--- config.mk ---
export PLATFORM = sky130hd
export DESIGN_NAME = shift_handshake_host
export DESIGN_NICKNAME = d
export VERILOG_FILES = /design/src/rtl/shift_handshake_pkg.sv /design/src/rtl/shift_handshake_plain.sv /design/src/rtl/shift_handshake_cmdbuf.sv /design/src/rtl/shift_handshake_responder.sv /design/src/rtl/shift_handshake_host.sv
export SDC_FILE = /design/constraint.sdc
export NUM_CORES = 1
export LEC_CHECK = 0
export ABC_AREA = 1
export CORE_MARGIN = 1
export CORE_UTILIZATION = 55
export DETAILED_ROUTE_END_ITERATION = 8
export DONT_BUFFER_PORTS = 1
export MAX_ROUTING_LAYER = met4
export PLACE_DENSITY = 0.82
export SYNTH_ARGS = -nofsm -noshare
export SYNTH_HDL_FRONTEND = slang
export SYNTH_SLANG_ARGS = --single-unit
--- constraint.sdc ---
create_clock -name clk -period 2.65 [get_ports clk]
set_clock_uncertainty 0.15 [all_clocks]
set_input_delay 0.53 -clock clk [delete_from_list [all_inputs] [get_ports clk]]
set_output_delay 0.53 -clock clk [all_outputs]
set_load 0.005 [all_outputs]
--- src/rtl/shift_handshake_pkg.sv ---
package shift_handshake_pkg;
   localparam int NREG     = 16;
   localparam int RIDX_W   = 4;
   localparam int RESP_MAX = 5;
   localparam int ROFF_W   = 3;

   typedef enum logic [3:0] {
      IX_PORTB  = 4'd0,
      IX_PORTA  = 4'd1,
      IX_SHIFT  = 4'd10,
      IX_AUX    = 4'd11,
      IX_FLAGS  = 4'd13,
      IX_ENABLE = 4'd14
   } reg_idx_e;

   // port B bit roles
   localparam int PB_REQN = 3;
   localparam int PB_ACK  = 4;
   localparam int PB_IDLE = 5;
   localparam int PB_ERR  = 7;
   localparam logic [7:0] PB_RESET = 8'h28;

   localparam int FL_SHIFT  = 2;
   localparam int AUX_OUT   = 4;
   localparam int EN_MASTER = 7;

   // indices that are plain read/write storage
   localparam logic [NREG-1:0] PLAIN_MASK = 16'hDBFE;
endpackage

--- src/rtl/shift_handshake_plain.sv ---
module shift_handshake_plain
   import shift_handshake_pkg::*;
#(
   parameter logic [NREG-1:0] MASK = PLAIN_MASK
) (
   input  logic             clk,
   input  logic             rst,
   input  logic             wr_en,
   input  logic [RIDX_W-1:0] idx,
   input  logic [7:0]       wdata,
   output logic [7:0]       q [NREG]
);
   for (genvar i = 0; i < NREG; i++) begin : g_reg
      if (MASK[i]) begin : g_store
         logic [7:0] r;
         always_ff @(posedge clk) begin
            if (rst) r <= '0;
            else if (wr_en && idx == RIDX_W'(i)) r <= wdata;
         end
         assign q[i] = r;
      end else begin : g_none
         assign q[i] = '0;
      end
   end
endmodule

--- src/rtl/shift_handshake_cmdbuf.sv ---
module shift_handshake_cmdbuf #(
   parameter int DEPTH = 100,
   localparam int LW   = $clog2(DEPTH + 1)
) (
   input  logic          clk,
   input  logic          rst,
   input  logic          clr,
   input  logic          push,
   input  logic [7:0]    din,
   output logic [LW-1:0] len,
   output logic          full_drop,
   output logic [7:0]    head [4]
);
   if (DEPTH < 4) begin : g_bad_depth
      $error("command buffer needs at least 4 entries");
   end

   logic [7:0] mem [DEPTH];

   assign full_drop = push && !clr && (len == LW'(DEPTH));

   always_ff @(posedge clk) begin
      if (rst) begin
         len <= '0;
         for (int i = 0; i < DEPTH; i++) mem[i] <= '0;
      end else if (clr) begin
         len <= push ? LW'(1) : '0;
         if (push) mem[0] <= din;
      end else if (push && len < LW'(DEPTH)) begin
         mem[len] <= din;
         len      <= len + LW'(1);
      end
   end

   for (genvar h = 0; h < 4; h++) begin : g_head
      assign head[h] = mem[h];
   end

   p_len_bound_r12: assert property (@(posedge clk) disable iff (rst)
      len <= LW'(DEPTH));
endmodule

--- src/rtl/shift_handshake_responder.sv ---
module shift_handshake_responder
   import shift_handshake_pkg::*;
#(
   parameter int         LW       = 7,
   parameter int         RESP_LAT = 4,
   parameter logic [3:0] KBD_INIT = 4'd2,
   localparam int        CW       = $clog2(RESP_LAT + 1)
) (
   input  logic              clk,
   input  logic              rst,
   input  logic              go,
   input  logic [LW-1:0]     cmd_len,
   input  logic [7:0]        cmd [4],
   output logic              busy,
   output logic              done,
   output logic [ROFF_W-1:0] resp_len,
   output logic [7:0]        resp [RESP_MAX]
);
   if (RESP_LAT < 1) begin : g_bad_lat
      $error("responder latency must be at least one cycle");
   end

   logic [CW-1:0] cnt;
   logic [7:0]    c0, c1, c2, c3;
   logic          len3, len4;
   logic [3:0]    kbd_q;

   assign done = busy && cnt == '0;

   always_ff @(posedge clk) begin
      if (rst) begin
         busy <= 1'b0;
         cnt  <= '0;
         c0 <= '0; c1 <= '0; c2 <= '0; c3 <= '0;
         len3 <= 1'b0; len4 <= 1'b0;
      end else if (go && !busy) begin
         busy <= 1'b1;
         cnt  <= CW'(RESP_LAT - 1);
         c0 <= cmd[0]; c1 <= cmd[1]; c2 <= cmd[2]; c3 <= cmd[3];
         len3 <= cmd_len == LW'(3);
         len4 <= cmd_len >= LW'(4);
      end else if (busy) begin
         if (cnt == '0) busy <= 1'b0;
         else cnt <= cnt - CW'(1);
      end
   end

   // decode the latched command when the latency expires
   always_ff @(posedge clk) begin
      if (rst) begin
         kbd_q    <= KBD_INIT;
         resp_len <= '0;
         for (int i = 0; i < RESP_MAX; i++) resp[i] <= '0;
      end else if (done) begin
         resp_len <= '0;
         if (c0 == 8'h00 && c1[3:2] == 2'b11) begin
            if (c1[7:4] == kbd_q) begin
               resp[0] <= 8'h01; resp[1] <= 8'h01; resp[2] <= c1;
               resp[3] <= 8'h01; resp[4] <= 8'h01;
               resp_len <= ROFF_W'(5);
            end else begin
               resp[0] <= 8'h00; resp[1] <= 8'h00; resp[2] <= c1;
               resp_len <= ROFF_W'(3);
            end
         end else if (c0 == 8'h00 && c1[3:2] == 2'b10 && len4 &&
                      c1[7:4] == kbd_q && c2[7:4] == 4'h6 && c3 == 8'hFE) begin
            kbd_q <= c2[3:0];
         end else if (c0 == 8'h01 && len3 && c1 == 8'h01 && c2 == 8'h01) begin
            resp[0] <= 8'h00; resp[1] <= 8'h00; resp[2] <= c1;
            resp_len <= ROFF_W'(3);
         end
      end
   end

   p_kbd_stable_r11: assert property (@(posedge clk) disable iff (rst)
      !done |=> $stable(kbd_q));
   p_resp_len_r10: assert property (@(posedge clk) disable iff (rst)
      resp_len <= ROFF_W'(RESP_MAX));
endmodule

--- src/rtl/shift_handshake_host.sv ---
module shift_handshake_host
   import shift_handshake_pkg::*;
#(
   parameter int         ADDR_W    = 13,
   parameter int         IDX_LSB   = 9,
   parameter int         CMD_DEPTH = 100,
   parameter int         RESP_LAT  = 4,
   parameter logic [3:0] KBD_INIT  = 4'd2,
   localparam int        LW        = $clog2(CMD_DEPTH + 1)
) (
   input  logic              clk,
   input  logic              rst,
   input  logic [ADDR_W-1:0] addr,
   input  logic              wr_en,
   input  logic              rd_en,
   input  logic [7:0]        wdata,
   output logic [7:0]        rdata,
   output logic              irq
);
   if (IDX_LSB + RIDX_W > ADDR_W) begin : g_bad_addr
      $error("address too narrow for register index");
   end

   logic [RIDX_W-1:0] idx;
   logic [7:0]        plain_q [NREG];
   logic [7:0]        pb_q, sr_q;
   logic [6:0]        flags_q;
   logic [ROFF_W-1:0] in_off_q, eff_off;
   logic              tip_now, tip_new, ack_now, ack_new;
   logic              wr_pb, start, finish, step, dir_out, in_has, sr_touch, resp_go;
   logic [LW-1:0]     cmd_len;
   logic              cmd_drop;
   logic [7:0]        cmd_head [4];
   logic              resp_busy, resp_done;
   logic [ROFF_W-1:0] resp_len;
   logic [7:0]        resp_bytes [RESP_MAX];

   assign idx = addr[IDX_LSB +: RIDX_W];

   shift_handshake_plain u_plain (
      .clk(clk), .rst(rst), .wr_en(wr_en), .idx(idx), .wdata(wdata), .q(plain_q));

   always_comb begin
      wr_pb    = wr_en && idx == IX_PORTB;
      tip_now  = !pb_q[PB_IDLE];
      ack_now  = pb_q[PB_ACK];
      tip_new  = !wdata[PB_IDLE];
      ack_new  = wdata[PB_ACK];
      start    = wr_pb && tip_new && !tip_now;
      finish   = wr_pb && !tip_new && tip_now;
      step     = start || (wr_pb && (tip_new == tip_now) && (ack_new != ack_now));
      dir_out  = plain_q[IX_AUX][AUX_OUT];
      eff_off  = start ? '0 : in_off_q;
      in_has   = eff_off < resp_len;
      sr_touch = (wr_en || rd_en) && idx == IX_SHIFT;
      resp_go  = finish && cmd_len != '0 && !resp_busy;
   end

   shift_handshake_cmdbuf #(.DEPTH(CMD_DEPTH)) u_cmd (
      .clk(clk), .rst(rst), .clr(start), .push(step && dir_out), .din(sr_q),
      .len(cmd_len), .full_drop(cmd_drop), .head(cmd_head));

   shift_handshake_responder #(.LW(LW), .RESP_LAT(RESP_LAT), .KBD_INIT(KBD_INIT)) u_resp (
      .clk(clk), .rst(rst), .go(resp_go), .cmd_len(cmd_len), .cmd(cmd_head),
      .busy(resp_busy), .done(resp_done), .resp_len(resp_len), .resp(resp_bytes));

   always_ff @(posedge clk) begin
      if (rst) begin
         pb_q     <= PB_RESET;
         sr_q     <= '0;
         flags_q  <= '0;
         in_off_q <= '0;
      end else begin
         if (wr_pb)
            pb_q <= {pb_q[PB_ERR], wdata[6:4], pb_q[PB_REQN], wdata[2:0]};
         if (wr_en && idx == IX_SHIFT) sr_q <= wdata;
         if (wr_en && idx == IX_FLAGS) flags_q <= flags_q & ~wdata[6:0];
         if (sr_touch) flags_q[FL_SHIFT] <= 1'b0;
         if (start) in_off_q <= '0;
         if (step) begin
            flags_q[FL_SHIFT] <= 1'b1;
            if (dir_out) begin
               pb_q[PB_REQN] <= 1'b1;
               if (cmd_drop) pb_q[PB_ERR] <= 1'b1;
            end else if (in_has) begin
               sr_q     <= resp_bytes[eff_off];
               in_off_q <= eff_off + ROFF_W'(1);
               if (eff_off + ROFF_W'(1) == resp_len) pb_q[PB_REQN] <= 1'b1;
            end else begin
               sr_q          <= '0;
               in_off_q      <= eff_off;
               pb_q[PB_ERR]  <= 1'b1;
               pb_q[PB_REQN] <= 1'b1;
            end
         end
         if (resp_done) begin
            pb_q[PB_REQN]     <= 1'b0;
            flags_q[FL_SHIFT] <= 1'b1;
            sr_q              <= '0;
            in_off_q          <= '0;
         end
      end
   end

   always_comb begin
      case (idx)
         IX_PORTB: rdata = pb_q;
         IX_SHIFT: rdata = sr_q;
         IX_FLAGS: rdata = {|flags_q, flags_q};
         default:  rdata = plain_q[idx];
      endcase
   end

   assign irq = plain_q[IX_ENABLE][EN_MASTER] && (|flags_q);

   p_done_pb3_r8: assert property (@(posedge clk) disable iff (rst)
      resp_done |=> !pb_q[PB_REQN] && sr_q == 8'h00);
   p_step_flag_r6: assert property (@(posedge clk) disable iff (rst)
      step |=> flags_q[FL_SHIFT]);
   p_sr_clear_r4: assert property (@(posedge clk) disable iff (rst)
      (sr_touch && !resp_done) |=> !flags_q[FL_SHIFT]);
   p_irq_mask_r5: assert property (@(posedge clk) disable iff (rst)
      !plain_q[IX_ENABLE][EN_MASTER] |-> !irq);
   p_off_bound_r12: assert property (@(posedge clk) disable iff (rst)
      in_off_q <= resp_len);
   p_err_sticky_r12: assert property (@(posedge clk) disable iff (rst)
      pb_q[PB_ERR] |=> pb_q[PB_ERR]);
endmodule

# == Word-level counts from Yosys, hierarchy flattened ==
# Memory sizes are Yosys's and may differ from the RTL's. A register that Yosys moved wholly into a read port is not among the register bits.
# Cells that the tools add are included.
# totals
ramBits,800
reg_bits,175
word_cells,200
mem_count,1
# op_classes
n_reduce_logical,64
bitwise,7
addsub,3
eq_ne,30
n_mux,59
order_cmp,5
# memory_table
name,words,width,rd,rd_clocked_by_memory_dff,write_ports,line,rtl
u_cmd.mem,100,8,4,4,100,shift_handshake_cmdbuf.sv:18,logic [7:0] mem [DEPTH];
# op_table
cell,n
two-way mux 8 bit,10
two-way mux 24 bit,3
logical AND 1 bit,41
binary-select mux 8 bit (select 4 bit),1
"equality test 4 bit, second input constant",8
two-way mux 1 bit,27
binary-select mux 8 bit (select 3 bit),1
"equality test 8 x 1 -> 1 bit, second input constant",3
two-way mux 3 bit,8
case mux 8 bit (3 select lines),1
two-way mux 7 bit,3
"equality test 4 x 3 -> 1 bit, second input constant",5
two-way mux 17 bit,1
AND reduction 3 bit,3
"equality test 4 x 2 -> 1 bit, second input constant",2
"equality test 8 bit, second input constant",1
zero test 8 bit,1
two-way mux 2 bit,4
OR reduction 8 bit,1
"adder 7 x 1 -> 7 bit, second input constant",1
AND 7 bit,1
"equality test 7 x 2 -> 1 bit, second input constant",1
"equality test 7 bit, second input constant",1
"greater-or-equal comparator 7 x 3 -> 1 bit, second input constant",1
29 further kinds,39

# == Longest topological paths before layout ==
# Gate-level depths: netlist (run 1).
# depth
word_depth,13
ltp_mapped,15
depth_no_buf,14

# == By module ==
# From an unflattened synthesis (run 1), not the netlist that was laid out.
# hier_totals
cells_unflattened,1691
hier_area_um2,11760.0
# by_module_without_submodules
mod,cells_each,instances,area_each_um2,seq_area_each_um2
shift_handshake_plain,626,1,4406.7,2082.0
shift_handshake_host,528,1,2917.8,520.5
shift_handshake_responder,362,1,2596.2,1101.1
shift_handshake_cmdbuf,175,1,1839.3,1101.1

# == Worst setup path before layout (run 1) ==
# OpenSTA, ideal clock, no wires.
# synth_timing
kind,in2reg
from,in addr[9]
to,reg in_off_q[0]
setup_ps,70
path_buffers,2
path_slack_ps,351
stages,14
arrival_time_ps,2080
path_cell_list,nor2_4 -> nand4_2 -> buf_6 -> nand2_1 -> inv_1 -> ha_1 -> a21boi_0 -> nand2_1 -> nand2_1 -> nor2_2 -> buf_4 -> nand3_1 -> nand2_1 -> a21oi_1
# synth_via
elab_chain_len,9
# synth_rtl
element,line,rtl
from (decl),shift_handshake_host.sv:13,"input logic [ADDR_W-1:0] addr,"
zero test 4 bit *,shift_handshake_host.sv:44,wr_pb = wr_en && idx == IX_PORTB;
logical AND 1 bit *,shift_handshake_host.sv:44,
logical AND 1 bit (2 in series),shift_handshake_host.sv:49,start = wr_pb && tip_new && !tip_now;
two-way mux 3 bit,"shift_handshake_host.sv:53, shift_handshake_host.sv:79",
adder 3 x 1 -> 3 bit / less-than comparator 3 bit (equally long branches),"shift_handshake_host.sv:87, shift_handshake_host.sv:54",
two-way mux 3 bit,shift_handshake_host.sv:85,end else if (in_has) begin
two-way mux 3 bit,shift_handshake_host.sv:82,if (dir_out) begin
two-way mux 3 bit *,shift_handshake_host.sv:80,if (step) begin
to (signal assigned),shift_handshake_host.sv:87,in_off_q <= eff_off + ROFF_W'(1);
to (signal assigned),shift_handshake_host.sv:91,in_off_q <= eff_off;
to (decl),shift_handshake_host.sv:28,"logic [ROFF_W-1:0] in_off_q, eff_off;"
# Every way passes the cells marked *; elsewhere a longest branch is shown, timed or not.
# A chain may end at the register's enable or synchronous reset.

# == Final worst setup path (run 1) ==
# layout_timing
from,reg flags_q[3]
to,out rdata[7]
# layout_via
elab_chain_len,2
# layout_rtl
element,line,rtl
from (decl),shift_handshake_host.sv:27,logic [6:0] flags_q;
from (signal assigned),shift_handshake_host.sv:77,if (wr_en && idx == IX_FLAGS) flags_q <= flags_q & ~wdata[6:0];
OR reduction 7 bit,shift_handshake_host.sv:109,"IX_FLAGS: rdata = {|flags_q, flags_q};"
case mux 8 bit (3 select lines),shift_handshake_host.sv:106,case (idx)
to (decl),shift_handshake_host.sv:17,"output logic [7:0] rdata,"
# Every way passes these cells.

==> results_dict.tcl, run 1 <==
set metrics [dict create \
    outcome "completed" \
    crit_path_top_delay_cell "nor4_1" \
    drive_above_1_share_pct 9.27 \
    drc 0 \
    grt_max_degree 109 \
    gp_congestion 0.951 \
    cap_violations 0 \
    critPathMaxFanout 3 \
    power_density_nw_per_um2 651 \
    htreeDepth 1 \
    worstMarginPinSlew_ns 1.20 \
    synth-seq-cells 224 \
    hold_violations 0 \
    synth_top_area_share_pct 40.0 \
    synthTopCellsByArea "dfxtp_1, edfxtp_1, o21ai_0" \
    fin_tns_setup_ns 0 \
    dieArea_um2 18000 \
    hp-class "input port to register" \
    period_share_pct 96.6 \
    routed_wl_mm 25.5 \
    clk_latency_ns 0.53 \
    synth_mux_area_share_pct 0 \
    netSwitchingFraction_pct 22.9 \
    fmax_mhz 390 \
    numCtsBuffers 23 \
    synth_fp_nets 1256 \
    post_cts_resized 0 \
    end_kind "output pin" \
    synth-simple-area-share_pct 21.1 \
    slew_viol_final 0 \
    synth_xor_area_share_pct 0.820 \
    io_pins 34 \
    clk_path_buf_depth 3 \
    critPathMaxStageDelay_ns 0.34 \
    dieHeight_um 134 \
    dp_hpwl_mm 16.5 \
    drt_iter0_drc 949 \
    io_buffer_count 0 \
    ir_drop_uv 481 \
    layout_min_cycle_time_ns 2.56 \
    track_usage_pct 29.2 \
    tritoncts "done" \
    die_x_um 134 \
    required_ns 1.97 \
    area_growth_pct 10.6 \
    r2r_cells 14 \
    synthDistinctLibCells 43 \
    path_cells "inv_1 -> nand4_1 -> nor4_1 -> nor2_1 -> nor2_1 -> o2111ai_1" \
    placementRows 47 \
    mappedNetlistArea_um2 9610 \
    grt_pass1_wl_mm 40.6 \
    antenna_found_initial 1 \
    finalSetupViolations 0 \
    yosys_warnings 0 \
    numClockSinks 224 \
    synth_top_family_by_area "simple AND/OR/NAND/NOR gates" \
    overflow 0 \
    p_leak_nw 4.20 \
    cpMostUsedCell "nor2_1" \
    arrival_ns 1.88 \
    p_sw_w 0.00158 \
    num_vias 8540 \
    synth_fa_ha_area_share_pct 0.781 \
    rsz0062_at_grt "no" \
    pwr-share-comb_pct 4.4 \
    fin_cells 1462 \
    hold_depth 2 \
    synth-compound-area-share_pct 20.0 \
    power.internal_w 0.00534 \
    syn_avg_cell_area_um2 7.85 \
    critPathKind "register to output pin" \
    core_um2 16800 \
    dpl.cell_count 1411 \
    seq_power_share_pct 50.8 \
    dr.pass1.iters 6 \
    cp-start-kind "register" \
    wl_per_cell_um 17.4 \
    ant_nets 0 \
    vias_per_cell 5.84 \
    relSlewSlack_pct 19.4 \
    syn-instance-count 1225 \
    cts-root-buf "clkbuf_16" \
    final_common_cell "nor2_1" \
    start_util_pct 57.1 \
    p_clk_share_pct 44.8 \
    yosysTopAreaCell "dfxtp_1" \
    final_cell_mix "nor2_1, dfxtp_1, nand2_1, o21ai_0, a21oi_1" \
    layout.nets 1256 \
    cts.clk_slew.worst_paths_ns 0.06 \
    first_global_vias 7908 \
    ys_seq_area_share_pct 50.0 \
]
## per-stage QoR
stage                     setup WS [ns]  cell area (um2)  total power (W)  hold slack, ns  util (%)
after floorplan                   0.351             9610          0.00379           0.275         -
after global routing             0.0282            10600          0.00710         0.00996      63.2
after global placement            0.232             9820          0.00386           0.295      58.4
final                            0.0890            10600          0.00692          0.0104      63.2
after CTS                         0.111            10600          0.00692         0.00180      63.2
after detailed placement          0.135             9820          0.00386           0.297      58.4
## power by group through the flow
stage	clock (W)	sequential, W	combinational (W)
3_5_place_dp	0	0.00359	0.000272
3_3_place_gp	0	0.00359	0.000265
6_report	0.00310	0.00352	0.000303
2_1_floorplan	0	0.00359	0.000202
5_1_grt	0.00325	0.00352	0.000325
4_1_cts	0.00311	0.00352	0.000294
## state kept, by name, indices dropped and copies added, names as in the netlist, 4 cells and up
register             cells
u_cmd.len                7
u_resp.c2                8
u_resp.kbd_q             4
u_resp.resp             10
u_cmd.mem               32
u_resp.c3                8
pb_q                     8
flags_q                  7
u_resp.c0                8
u_plain.g.g_store.r    104
sr_q                     8
u_resp.c1                8
## cell type report
| type | count | area, um2 |
|---|---|---|
| fillers | 1397 | 6190 |
| flip-flops and latches | 224 | 4800 |
| multi-input cells | 828 | 4100 |
| clock buffers | 35 | 672 |
| inverters | 108 | 407 |
| repair buffers | 40 | 323 |
| well taps | 220 | 275 |
| clock inverters | 6 | 45.0 |
| diodes | 1 | 2.50 |
## final timing paths
| kind | start | end | slack [ns] |
|---|---|---|---|
| setup / recovery | flags_q[3] | rdata[7] | 0.09 |
| setup reg to reg | pb_q[5] | in_off_q[2] | 0.22 |
| hold / removal | wdata[7] | u_plain.g_reg[8].g_store.r[7] | 0.01 |
| hold reg to reg | u_plain.g_reg[12].g_store.r[2] | u_plain.g_reg[12].g_store.r[2] | 0.31 |
## critical path, delay by kind of cell, from the launching register on
kind / cells / cell delay, ns
compound gates: 1 / 0.19
buf+inv: 1 / 0.12
flops: 1 / 0.30
simple gates: 4 / 0.74
## metal layers
metal	track usage, %	wire length, um
met1	38.7	10900
met3	6.12	2380
met4	8.43	628
met5	-	0
met2	45.3	11600
## synthesized netlist by cell type (all sizes together)
cell type,n
o21ai,165
inv,107
a22o,1
o21bai,1
or2,4
buf,24
nand4,15
nand2,165
nand3,43
xnor2,5
ha,6
a31oi,8
clkinv,1
dfxtp,192
o22ai,11
o21a,1
nor2,214
a221oi,2
a21oi,135
o211ai,2
a22oi,19
nand3b,1
nor4,7
xor2,4
edfxtp,32
o2111ai,2
clkbuf,41
a21boi,1
a211oi,10
nor3,6
## cells by family after synthesis
group,after synthesis
flops,224
xor+xnor,9
fa+ha+maj,6
simple gates,455
compound gates,358
buf+inv,173
## timing repair
item                                    4_1_cts  5_1_grt
endpoints found under the setup margin        0        0
endpoints found under the hold margin        33        0
hold buffers                                  9        0
setup buffers                                 0        0
No activity file was read; power rests on OpenSTA's default activity.
==> inputs of run 2 (changes only) <==
--- a/config.mk
+++ b/config.mk
@@ -6,12 +6,13 @@
 export NUM_CORES = 1
 export LEC_CHECK = 0
 export ABC_AREA = 1
+export CAP_MARGIN = 0
 export CORE_MARGIN = 1
-export CORE_UTILIZATION = 55
+export CORE_UTILIZATION = 47
 export DETAILED_ROUTE_END_ITERATION = 8
 export DONT_BUFFER_PORTS = 1
 export MAX_ROUTING_LAYER = met4
-export PLACE_DENSITY = 0.82
+export PLACE_DENSITY = 0.74
 export SYNTH_ARGS = -nofsm -noshare
 export SYNTH_HDL_FRONTEND = slang
 export SYNTH_SLANG_ARGS = --single-unit
==> results_dict.tcl, run 2 (synthesized netlist as in run 1, its figures left out) <==
set metrics [dict create \
    arrival_ns 1.85 \
    cap_violations 0 \
    cts_setup_buffers 0 \
    hp-class "input port to register" \
    rsz0062_at_grt "no" \
    first_global_vias 7653 \
    dr.pass1.iters 5 \
    numClockSinks 224 \
    antenna_found_initial 0 \
    final_cell_mix "nor2_1, dfxtp_1, nand2_1, o21ai_0, a21oi_1" \
    routed_wl_mm 25.5 \
    reg2reg_to "sr_q[7]" \
    drc 0 \
    fin_tns_setup_ns 0 \
    worstMarginPinSlew_ns 1.12 \
    grt_max_degree 79 \
    crit_path_top_delay_cell "dfxtp_1" \
    hold_depth 2 \
    multi_input_area_um2 4100 \
    path_depth 7 \
    io_pins 34 \
    finalSetupViolations 0 \
    reg_top3 "u_plain.g.g_store.r: 104 flops, u_cmd.mem: 32 flops, u_resp.resp: 10 flops" \
    final_common_cell "nor2_1" \
    clk_latency_ns 0.53 \
    core_um2 19800 \
    track_usage_pct 24.7 \
    cp-start-kind "register" \
    fin_util_pct 54.5 \
    cpMostUsedCell "nor2_1" \
    hold_violations 0 \
    layout.nets 1259 \
    ant_nets 0 \
    dieArea_um2 21000 \
    gp_congestion 0.921 \
    htreeDepth 1 \
    path_cells "inv_1 -> nand4_1 -> nor4_1 -> buf_4 -> nor2_1 -> nor2_1 -> o2111ai_1" \
    drt_iter0_drc 774 \
    cts.clk_slew.worst_paths_ns 0.06 \
    cp_top_family "simple AND/OR/NAND/NOR gates" \
    clk_path_buf_depth 3 \
    post_cts_resized 0 \
    die_x_um 145 \
    dpl.cell_count 1458 \
    relSlewSlack_pct 25.4 \
    start_util_pct 48.6 \
    rrSetupSlack_ns 0.34 \
    critPathMaxFanout 3 \
    vias_per_cell 5.56 \
    grt_pass1_wl_mm 40.7 \
    antenna_cells 0 \
    required_ns 1.97 \
    rr_startpoint "pb_q[5]" \
    outcome "completed" \
    area_growth_pct 12.2 \
    fin_cells 1511 \
    end_kind "output pin" \
    power_density_nw_per_um2 669 \
    cp_num_buf_inv 2 \
    regMostFlops "u_plain.g.g_store.r" \
    largest_reg_flops 104 \
    endpoint "rdata[7]" \
    num_vias 8403 \
    drive_above_1_share_pct 9.47 \
    fmax_mhz 395 \
    slew_viol_final 0 \
    overflow 0 \
    dp_hpwl_mm 16.7 \
    critPathKind "register to output pin" \
    period_share_pct 95.5 \
    wl_per_cell_um 16.9 \
    placementRows 51 \
    seqCellArea_um2 4800 \
    layout_min_cycle_time_ns 2.53 \
    nFillCells 1804 \
    cts-root-buf "clkbuf_16" \
    ir_drop_uv 388 \
    critPathMaxStageDelay_ns 0.30 \
    numCtsBuffers 24 \
    r2r_cells 14 \
    dieHeight_um 145 \
    tritoncts "done" \
    hold_buffers 9 \
    crit_start "flags_q[3]" \
    p_leak_nw 4.23 \
    io_buffer_count 0 \
]
==> run 2: worst min-delay path by stage <==
stage	start	endpoint	slack, ns
finish	wdata[7]	u_plain.g_reg[4].g_store.r[7]	0.005
global route	wdata[7]	u_plain.g_reg[4].g_store.r[7]	0.01
CTS	wdata[7]	u_plain.g_reg[4].g_store.r[7]	0.008
detailed placement	u_plain.g_reg[12].g_store.r[5]	u_plain.g_reg[12].g_store.r[5]	0.29
global placement	u_plain.g_reg[12].g_store.r[2]	u_plain.g_reg[12].g_store.r[2]	0.29
floorplan	u_plain.g_reg[12].g_store.r[0]	u_plain.g_reg[12].g_store.r[0]	0.27
==> run 2: layout make-up <==
type                    count  share of cell area, %
clock buffers              33                   5.98
flip-flops and latches    224                   44.6
inverters                 108                   3.77
clock inverters            11                   1.37
multi-input cells         828                   38.0
repair buffers             42                   3.25
well taps                 265                   3.07
==> run 2: per-layer routing <==
metal	track usage [%]	vias to the layer above	routed length, um
li1	-	4118	-
met1	34.5	3899	11500
met2	36.0	318	11100
met3	3.43	68	1870
met4	9.73	0	956
met5	-	-	0
==> run 2: report_power, final <==
part / internal (W) / switching (W) / total [W]
clock network: 0.00200 / 0.00138 / 0.00339
logic: 0.0000846 / 0.000224 / 0.000309
registers: 0.00350 / 0.0000233 / 0.00352
==> run 2: through the flow <==
stage	worst slack, ns	hold slack (ns)	area (um2)	power [W]
finish	0.120	0.00460	10800	0.00722
global route	0.0693	0.0122	10800	0.00743
CTS	0.154	0.00786	10800	0.00724
detailed placement	0.146	0.292	9900	0.00387
global placement	0.198	0.286	9900	0.00386
floorplan	0.351	0.275	9610	0.00379
==> run 2: worst reg2reg max path, cell delays in order, from the launching register on <==
cell and delay [ns]:
dfxtp_1 0.34, inv_2 0.06, nor2_1 0.14, nand4_2 0.11, buf_4 0.20, nand2_1 0.15
ha_1 0.18, or2_2 0.11, nand2_1 0.04, nand2_1 0.06, nand2_1 0.09, nor2_2 0.20
buf_4 0.19, nand3_1 0.07, a21oi_1 0.14
==> inputs of run 3 (changes only) <==
--- a/config.mk
+++ b/config.mk
@@ -5,7 +5,6 @@
 export SDC_FILE = /design/constraint.sdc
 export NUM_CORES = 1
 export LEC_CHECK = 0
-export ABC_AREA = 1
 export CAP_MARGIN = 0
 export CORE_MARGIN = 1
 export CORE_UTILIZATION = 47
==> results_dict.tcl, run 3 <==
set metrics [dict create \
    power_w 0.00699 \
    dr.pass1.iters 5 \
    fin_util_pct 55.9 \
    finalSetupViolations 4 \
    die_x_um 148 \
    min_from "wdata[7]" \
    synthDistinctLibCells 67 \
    drc 0 \
    slew_viol_final 0 \
    core_um2 21000 \
    placed_area_um2 10300 \
    start_util_pct 47.8 \
    syn_avg_cell_area_um2 9.31 \
    cpMostUsedCell "mux4_2" \
    layout_min_cycle_time_ns 2.75 \
    antenna_found_initial 0 \
    multi_input_area_um2 4880 \
    routed_wl_mm 26.3 \
    mappedNetlistArea_um2 10000 \
    fin_area_um2 11700 \
    largest_reg_flops 104 \
    synthTopCellsByArea "dfxtp_1, edfxtp_1, mux2i_1" \
    crit_path_top_delay_cell "mux4_2" \
    yosysMostFrequentCell "dfxtp_1" \
    cap_violations 0 \
    clk_path_buf_depth 3 \
    gp_congestion 0.895 \
    final_common_cell "dfxtp_1" \
    track_usage_pct 25.0 \
    cp-start-kind "register" \
    cts-root-buf "clkbuf_16" \
    yosysTopAreaCell "dfxtp_1" \
    layout_setup_ws_ns -0.105 \
    hold_violations 0 \
    power_density_nw_per_um2 597 \
    overflow 0 \
    fmax_mhz 363 \
    critPathMaxFanout 3 \
    hp-class "input port to register" \
    io_pins 34 \
    grt_pass1_wl_mm 42.1 \
    ys_top_cells_by_count "dfxtp_1, nor2_1, nand2_1" \
    worstMarginPinSlew_ns 0.642 \
    nFillCells 1796 \
    synth-seq-cells 224 \
    holdPathEnd "u_plain.g_reg[2].g_store.r[7]" \
    vias_per_cell 5.75 \
    cp_top_family "multiplexers" \
    p_leak_nw 4.06 \
    required_ns 1.97 \
    synth_edf_count 32 \
    r2r_cells 6 \
    clk_latency_ns 0.52 \
    end_kind "output pin" \
    critPathMaxStageDelay_ns 0.50 \
    place_ws_ns 0.00843 \
    regMostFlops "u_plain.g.g_store.r" \
    failed_checks "setup timing" \
    reg2reg_to "u_cmd.mem[2][3]" \
    outcome "finished with violations" \
    seqCellArea_um2 4810 \
    num_vias 8109 \
    wl_per_cell_um 18.7 \
    drt_iter0_drc 772 \
    reg_top3 "u_plain.g.g_store.r: 104 flops, u_cmd.mem: 32 flops, u_resp.resp: 10 flops" \
    drive_above_1_share_pct 12.1 \
    relSlewSlack_pct 56.9 \
    dieHeight_um 148 \
    tritoncts "done" \
    ant_nets 0 \
    period_share_pct 104 \
    critPathKind "register to output pin" \
    synth_top_area_share_pct 38.3 \
    path_cells "mux4_2 -> mux4_2 -> or2_4" \
    cp_num_buf_inv 0 \
    dieArea_um2 21900 \
    final_cell_mix "dfxtp_1, nor2_1, nand2_1, a21oi_1, mux2i_1" \
    placementRows 53 \
    ys_seq_area_share_pct 47.9 \
    yosys_warnings 0 \
    cts.clk_slew.worst_paths_ns 0.06 \
    htreeDepth 1 \
    rsz0062_at_grt "yes" \
    ys_async_sr_fraction_pct 0 \
    numClockSinks 224 \
    hold_depth 2 \
    ys.flop_type "dfxtp_1" \
    rr_startpoint "u_cmd.len[4]" \
    grt_max_degree 109 \
    layout.nets 1149 \
    dp_hpwl_mm 15.6 \
    antenna_cells 0 \
    arrival_ns 2.07 \
    rrSetupSlack_ns 0.20 \
    first_global_vias 7893 \
    ir_drop_uv 397 \
    numCtsBuffers 24 \
    io_buffer_count 0 \
    synth_fp_nets 1108 \
    area_growth_pct 16.8 \
    syn-instance-count 1077 \
]
[run 3: changes by cell type after synthesis, sizes merged, moves of 9 or more]
cell	previous run	this run
inv	107	13
a21oi	135	101
nand3	43	27
nand2	165	133
clkbuf	41	58
mux4	0	12
o22ai	11	1
nand2b	0	33
mux2i	0	86
mux2	0	14
a22oi	19	7
o21ai	165	42
nand3b	1	10
nor2	214	148
[run 3: final cells by class]
| type | count | share of cell area [%] |
|---|---|---|
| clock buffer | 37 | 6.07 |
| clock inverter | 7 | 0.299 |
| inverter | 13 | 0.417 |
| multi-input combinational | 760 | 41.7 |
| sequential | 224 | 41.1 |
| tap | 275 | 2.94 |
| timing repair buffer | 95 | 7.54 |
[run 3: cells by family after synthesis]
| family | count (synthesis) | share of synthesized area [%] |
|---|---|---|
| fa+ha+maj | 6 | 0.749 |
| compound gates | 217 | 13.6 |
| xor+xnor | 16 | 1.40 |
| simple gates | 409 | 19.4 |
| flops | 224 | 47.9 |
| mux | 112 | 12.9 |
| buf+inv | 93 | 4.09 |
[run 3: power by group]
| part | switching (W) | internal (W) | total [W] |
|---|---|---|---|
| sequential | 0.0000191 | 0.00348 | 0.00350 |
| combinational | 0.000175 | 0.000124 | 0.000299 |
| clock | 0.00134 | 0.00184 | 0.00319 |
| total | 0.00154 | 0.00545 | 0.00699 |
[run 3: how the worst max path moves through the flow]
stage	startpoint	endpoint	slack, ns	cells past startpoint
after floorplan	addr[10]	in_off_q[2]	-0.11	10
after global placement	addr[11]	sr_q[0]	0.04	6
after detailed placement	addr[11]	sr_q[0]	0.008	6
after CTS	sr_q[6]	rdata[6]	-0.08	3
after global routing	sr_q[6]	rdata[6]	-0.13	3
final	sr_q[6]	rdata[6]	-0.10	3
[run 3: worst register-to-register path: cells and delay by family, from the launching register on]
family / cells / cell delay [ns]
buffers and inverters: 1 / 0.19
DFF: 1 / 0.35
and+or+nand+nor: 5 / 1.41
[run 3: through the flow]
| step | hold WS, ns | instances | setup TNS, ns |
|---|---|---|---|
| 6_report | 0.0151 | 1411 | -0.189 |
| 5_1_grt | 0.00328 | 1411 | -0.252 |
| 3_3_place_gp | 0.286 | 1309 | 0 |
| 2_1_floorplan | 0.282 | 1077 | -0.207 |
| 3_5_place_dp | 0.291 | 1309 | 0 |
| 4_1_cts | 0.000808 | 1410 | -0.155 |
[run 3: routing by layer]
metal / GRT usage [%] / part of all wire [%]
met4: 8.25 / 2.8
met3: 4.88 / 8.2
met1: 32.2 / 42
met5: - / 0
met2: 39.1 / 47
[run 3: repair_timing]
action,CTS,global route
buffers inserted,1,1
endpoints found under the setup margin,2,25
pin swaps,0,5
gates cloned,0,0
hold buffers,56,0
hold endpoints to repair,162,0
gates resized for setup,4,11
